==> config.mk <==
export PLATFORM = sky130hd
export DESIGN_NAME = flow_ctrl_unit
export DESIGN_NICKNAME = d
export VERILOG_FILES = /design/src/rtl/cfu_pkg.sv /design/src/rtl/cfu_decode.sv /design/src/rtl/cfu_cond.sv /design/src/rtl/cfu_seq.sv /design/src/rtl/flow_ctrl_unit.sv
export SDC_FILE = /design/constraint.sdc
export NUM_CORES = 1
export LEC_CHECK = 0
export ABC_AREA = 0
export BUFFER_PORTS_ARGS = -buffer_cell sky130_fd_sc_hd__buf_2
export CORE_MARGIN = 1.5
export CORE_UTILIZATION = 55
export DETAILED_ROUTE_END_ITERATION = 10
export PLACE_DENSITY = 0.93
export SYNTH_ARGS = -nofsm -noshare
export SYNTH_HDL_FRONTEND = slang
export SYNTH_HIERARCHICAL = 1
export SYNTH_SLANG_ARGS = --single-unit
==> constraint.sdc <==
create_clock -name clk -period 3.2 [get_ports clk]
set_clock_uncertainty 0.1 [all_clocks]
set_input_delay 0.16 -clock clk [delete_from_list [all_inputs] [get_ports clk]]
set_output_delay 0.16 -clock clk [all_outputs]
set_load 0.01 [all_outputs]
==> src/rtl/cfu_pkg.sv <==
package cfu_pkg;
  localparam int unsigned DW = 8;
  localparam int unsigned AW = 2 * DW;
  localparam int unsigned LW = 2;

  typedef enum logic [2:0] {
    OP_OTHER, OP_JP, OP_JPHL, OP_RET, OP_LDSP, OP_DI, OP_EI
  } op_kind_e;

  typedef struct packed {
    op_kind_e        kind;
    logic            cond_en;
    logic [1:0]      cc;
    logic            reti;
    logic [LW-1:0]   len;
  } dec_t;

  // 2-3-3 field split, only x/y/z are consulted
  function automatic dec_t decode_op(input logic [DW-1:0] op);
    dec_t d;
    logic [1:0] x;
    logic [2:0] y;
    logic [2:0] z;
    x = op[7:6];
    y = op[5:3];
    z = op[2:0];
    d.kind    = OP_OTHER;
    d.cond_en = 1'b0;
    d.cc      = y[1:0];
    d.reti    = 1'b0;
    d.len     = LW'(1);
    if (x == 2'd3) begin
      case (z)
        3'd0: if (!y[2]) begin d.kind = OP_RET; d.cond_en = 1'b1; end
        3'd1: begin
          case (y)
            3'd1: d.kind = OP_RET;
            3'd3: begin d.kind = OP_RET; d.reti = 1'b1; end
            3'd5: d.kind = OP_JPHL;
            3'd7: d.kind = OP_LDSP;
            default: d.kind = OP_OTHER;
          endcase
        end
        3'd2: if (!y[2]) begin d.kind = OP_JP; d.cond_en = 1'b1; d.len = LW'(3); end
        3'd3: begin
          case (y)
            3'd0: begin d.kind = OP_JP; d.len = LW'(3); end
            3'd6: d.kind = OP_DI;
            3'd7: d.kind = OP_EI;
            default: d.kind = OP_OTHER;
          endcase
        end
        default: d.kind = OP_OTHER;
      endcase
    end
    return d;
  endfunction

  // bit 1 selects the flag, bit 0 selects true or negated form
  function automatic logic cond_holds(input logic [1:0] cc, input logic z, input logic c);
    logic f;
    f = cc[1] ? c : z;
    return cc[0] ? f : ~f;
  endfunction

  function automatic logic [AW-1:0] join_le(input logic [DW-1:0] lo, input logic [DW-1:0] hi);
    return {hi, lo};
  endfunction

  function automatic logic [AW-1:0] addr_inc(input logic [AW-1:0] a);
    return a + AW'(1);
  endfunction
endpackage

==> src/rtl/cfu_decode.sv <==
module cfu_decode
  import cfu_pkg::*;
(
  input  logic [DW-1:0] opcode,
  output dec_t          dec
);
  always_comb dec = decode_op(opcode);
endmodule

==> src/rtl/cfu_cond.sv <==
module cfu_cond
  import cfu_pkg::*;
(
  input  dec_t dec,
  input  logic flag_z,
  input  logic flag_c,
  output logic take
);
  always_comb take = !dec.cond_en || cond_holds(dec.cc, flag_z, flag_c);
endmodule

==> src/rtl/cfu_seq.sv <==
module cfu_seq
  import cfu_pkg::*;
(
  input  logic          clk,
  input  logic          rst_n,
  input  logic          start,
  input  dec_t          dec,
  input  logic          take,
  input  logic [DW-1:0] imm_lo,
  input  logic [DW-1:0] imm_hi,
  input  logic [AW-1:0] pc_in,
  input  logic [AW-1:0] sp_in,
  input  logic [AW-1:0] hl_in,
  input  logic          mem_valid,
  input  logic [DW-1:0] mem_rdata,
  output logic          mem_req,
  output logic [AW-1:0] mem_addr,
  output logic [AW-1:0] pc_next,
  output logic [AW-1:0] sp_next,
  output logic          ime,
  output logic          done,
  output logic          accept,
  output logic          lo_fire,
  output logic          hi_fire,
  output logic [DW-1:0] lo_byte
);
  typedef enum logic [1:0] {S_IDLE, S_POP_LO, S_POP_HI} st_e;
  st_e state;
  logic [AW-1:0] ptr;
  logic [AW-1:0] fall_pc;

  assign accept   = start && (state == S_IDLE);
  assign lo_fire  = (state == S_POP_LO) && mem_valid;
  assign hi_fire  = (state == S_POP_HI) && mem_valid;
  assign mem_req  = (state != S_IDLE);
  assign mem_addr = ptr;
  assign fall_pc  = pc_in + AW'(dec.len);

  always_ff @(posedge clk or negedge rst_n) begin
    if (!rst_n) begin
      state   <= S_IDLE;
      ptr     <= '0;
      lo_byte <= '0;
      pc_next <= '0;
      sp_next <= '0;
      ime     <= 1'b0;
      done    <= 1'b0;
    end else begin
      done <= 1'b0;
      case (state)
        S_IDLE: if (accept) begin
          pc_next <= fall_pc;
          sp_next <= sp_in;
          done    <= 1'b1;
          case (dec.kind)
            OP_JP:   if (take) pc_next <= join_le(imm_lo, imm_hi);
            OP_JPHL: pc_next <= hl_in;
            OP_LDSP: sp_next <= hl_in;
            OP_DI:   ime <= 1'b0;
            OP_EI:   ime <= 1'b1;
            OP_RET:  if (take) begin
              if (dec.reti) ime <= 1'b1;
              ptr     <= sp_in;
              pc_next <= pc_next;
              sp_next <= sp_next;
              done    <= 1'b0;
              state   <= S_POP_LO;
            end
            default: ;
          endcase
        end
        S_POP_LO: if (mem_valid) begin
          lo_byte <= mem_rdata;
          ptr     <= addr_inc(ptr);
          state   <= S_POP_HI;
        end
        S_POP_HI: if (mem_valid) begin
          pc_next <= join_le(lo_byte, mem_rdata);
          sp_next <= addr_inc(ptr);
          done    <= 1'b1;
          state   <= S_IDLE;
        end
        default: state <= S_IDLE;
      endcase
    end
  end
endmodule

==> src/rtl/flow_ctrl_unit.sv <==
module flow_ctrl_unit
  import cfu_pkg::*;
(
  input  logic          clk,
  input  logic          rst_n,
  input  logic          start,
  input  logic [DW-1:0] opcode,
  input  logic [DW-1:0] imm_lo,
  input  logic [DW-1:0] imm_hi,
  input  logic          flag_z,
  input  logic          flag_c,
  input  logic [AW-1:0] pc_in,
  input  logic [AW-1:0] sp_in,
  input  logic [AW-1:0] hl_in,
  input  logic          mem_valid,
  input  logic [DW-1:0] mem_rdata,
  output logic          mem_req,
  output logic [AW-1:0] mem_addr,
  output logic [AW-1:0] pc_next,
  output logic [AW-1:0] sp_next,
  output logic          ime,
  output logic          done
);
  dec_t          dec;
  logic          take;
  logic          accept;
  logic          lo_fire;
  logic          hi_fire;
  logic [DW-1:0] lo_byte;

  cfu_decode u_dec (.opcode(opcode), .dec(dec));
  cfu_cond   u_cond (.dec(dec), .flag_z(flag_z), .flag_c(flag_c), .take(take));
  cfu_seq    u_seq (
    .clk(clk), .rst_n(rst_n), .start(start), .dec(dec), .take(take),
    .imm_lo(imm_lo), .imm_hi(imm_hi), .pc_in(pc_in), .sp_in(sp_in), .hl_in(hl_in),
    .mem_valid(mem_valid), .mem_rdata(mem_rdata), .mem_req(mem_req),
    .mem_addr(mem_addr), .pc_next(pc_next), .sp_next(sp_next), .ime(ime),
    .done(done), .accept(accept), .lo_fire(lo_fire), .hi_fire(hi_fire),
    .lo_byte(lo_byte)
  );
endmodule

==> flow_summary.json <==
{
  "num_vias": 4295,
  "setup_tns_ns": 0,
  "via_per_inst": 6.12,
  "floorplan.initialDensity": 0.565,
  "syn_area_um2": 4080,
  "clock-root-buffer": "sky130_fd_sc_hd__clkbuf_8",
  "crit_family": "compound AO/OA/AOI/OAI gates",
  "rows": 31,
  "clk_latency_ns": 0.35,
  "maxCapViolations": 0,
  "io_buffers": 136,
  "outcome": "complete, no violations",
  "antenna_cells": 0,
  "post_cts_resized": 0,
  "holdBufCountCts": 10,
  "number_of_design_rule_violations_left_by_the_first_detailed_router_iteration": 441,
  "die_area_um2": 7940,
  "route.final.wire_length_um": 12600,
  "detailroute.wirelength.met3_um": 1150,
  "finalCriticalPeriod_ns": 2.44,
  "layout_common_cells": "sky130_fd_sc_hd__buf_2 (136), sky130_fd_sc_hd__dfrtp_1 (60), sky130_fd_sc_hd__nand2_1 (48), sky130_fd_sc_hd__a21oi_1 (45), sky130_fd_sc_hd__o21ai_0 (40)",
  "worst-setup-path-type": "input pin to flip-flop",
  "max_stage_delay_cell_worst_path": "sky130_fd_sc_hd__a21oi_1",
  "groute.usage.overall": 0.321,
  "timing.critical_path.slowest_cell_delay_ns": 0.50,
  "dieWidth_um": 89.1,
  "syn2layout_area_growth_pct": 25.1,
  "worst-path-max-fanout": 19,
  "post_route_cells_drive_above_1_share": 0.317,
  "unrepaired_setup_endpoints_after_global_routing": "no",
  "power_leakage_nw": 2.33,
  "type_of_destination_of_the_critical_path": "flip-flop",
  "die_h_um": 89.1,
  "worstSetupStartpointType": "input pin",
  "syn_area_per_cell_um2": 8.82,
  "timing.critical_path.mode_cell": "sky130_fd_sc_hd__a21oi_1",
  "ys_warnings": 6,
  "worst_slew_pin_slew_ns": 0.978,
  "worst-path-stages": 9,
  "setup_violations": 0,
  "timing.hold.worst_path_depth": 2,
  "grt_pass1_vias": 3983,
  "number_of_sinks_on_the_clock_net": 60,
  "cts_setup_buffers": 0,
  "first_pass_grt_wire_length_um": 19500,
  "path_clk_slew_ns": 0.07,
  "final.period_utilization": 0.763,
  "dp.final_hpwl_um": 9080,
  "maxSlewHeadroom": 0.348,
  "pin_count": 137,
  "layout.cells.most_common": "sky130_fd_sc_hd__buf_2",
  "path_buf_inv": 1,
  "wl_per_cell_um": 17.9,
  "antenna_left": 0,
  "hold_class": "input pin to flip-flop",
  "grt_overflow": 0,
  "final_net_count": 688,
  "gp_routability_congestion": 0.912,
  "cts_buffers": 9,
  "finish.instance_area_um2": 5100,
  "dr_wl_met2_um": 6080,
  "number_of_filler_cells_placed_in_the_layout": 576,
  "power.density_cell_area_nw_per_um2": 418,
  "routed.top_layer": "met4",
  "core_area_um2": 7210,
  "m1WireLength_um": 5060,
  "report.final.slew_viol_count": 0,
  "peakVddDrop_uv": 315,
  "cts.htree.levels": 3,
  "drt_first_pass_iters": 5,
  "mappedNetlistNets": 552,
  "clock_tree_buf_depth": 2,
  "data_arrival_critical_path_ns": 2.59,
  "crit_required_ns": 3.35,
  "r2r_cells": 5,
  "area_of_placed_instances_um2": 4780,
  "final_hold_viol_count": 0,
  "cp_cell_sequence": "buf_2 > nand2b_1 > a21o_2 > a21oi_1 > and4b_4 > nand3b_1 > a21o_1 > a21oi_1 > a2bb2oi_1",
  "cts_tree": "done",
  "timing.fmax_ghz": 0.409,
  "largest_net_degree_at_the_start_of_global_routing": 44,
  "drc_errors": 0,
  "initial_antenna_violation_count": 0,
  "syn_inst": 462
}
[final timing paths]
kind                                         startpoint                        endpoint  slack [ns]
max reg2reg                  u_seq/state[1]$_DFFE_PN0P_   u_seq/pc_next[15]$_DFFE_PN0P_        1.13
min in group asynchronous                         rst_n   u_seq/sp_next[11]$_DFFE_PN0P_        0.41
min                                        mem_rdata[1]    u_seq/lo_byte[1]$_DFFE_PN0P_        0.01
min reg2reg                u_seq/pc_next[0]$_DFFE_PN0P_    u_seq/pc_next[0]$_DFFE_PN0P_        0.39
max                                           opcode[1]  u_seq/mem_addr[15]$_DFFE_PN0P_        0.76
max in group asynchronous                         rst_n    u_seq/pc_next[5]$_DFFE_PN0P_        1.78
[power breakdown]
part           total, mW  leakage (nW)  internal [mW]  switching, mW
Combinational      0.440          1.47          0.203          0.237
Clock              0.765         0.107          0.459          0.306
Sequential         0.926         0.753          0.839         0.0865
Total               2.13          2.33           1.50          0.629
[worst reg2reg max path: stages (launching register included)]
cell and delay [ns]:
sky130_fd_sc_hd__dfrtp_1 0.48, sky130_fd_sc_hd__or3b_4 0.49, sky130_fd_sc_hd__nor2_8 0.20, sky130_fd_sc_hd__nor2_4 0.06
sky130_fd_sc_hd__buf_4 0.25, sky130_fd_sc_hd__a221o_1 0.38
[through the flow]
step / cells / utilization / hold slack [ns] / worst slack [ns] / power, mW
6_report: 702 / 0.707 / 0.0108 / 0.757 / 2.13
3_5_place_dp: 676 / 0.663 / 0.266 / 0.538 / 1.36
5_1_grt: 702 / 0.707 / 0.00403 / 0.664 / 2.21
2_1_floorplan: 462 / - / -0.236 / 1.03 / 1.14
4_1_cts: 702 / 0.707 / 0.000348 / 0.806 / 2.12
3_3_place_gp: 676 / 0.663 / 0.268 / 0.654 / 1.34
[registers in the layout, indices dropped and copies added, names as in the netlist]
register and count:
u_seq/state 2, u_seq/done 1, u_seq/mem_addr 16, u_seq/lo_byte 8
u_seq/sp_next 16, u_seq/ime 1, u_seq/pc_next 16
[area by class of cell]
type | count | area (um2) | share of cell area
clock buffers | 12 | 145 | 0.0285
clock inverters | 4 | 72.6 | 0.0142
inverters | 5 | 21.3 | 0.00417
multi-input cells | 367 | 2390 | 0.468
flip-flops and latches | 60 | 1500 | 0.294
well taps | 99 | 124 | 0.0243
repair buffers | 155 | 848 | 0.166
[metal layers]
metal / up-vias / track usage
li1: 1975 / -
met1: 2040 / 0.421
met2: 254 / 0.530
met4: 0 / 0.122
met5: - / 0
met3: 26 / 0.0591
(Power assumes the default switching activity.)
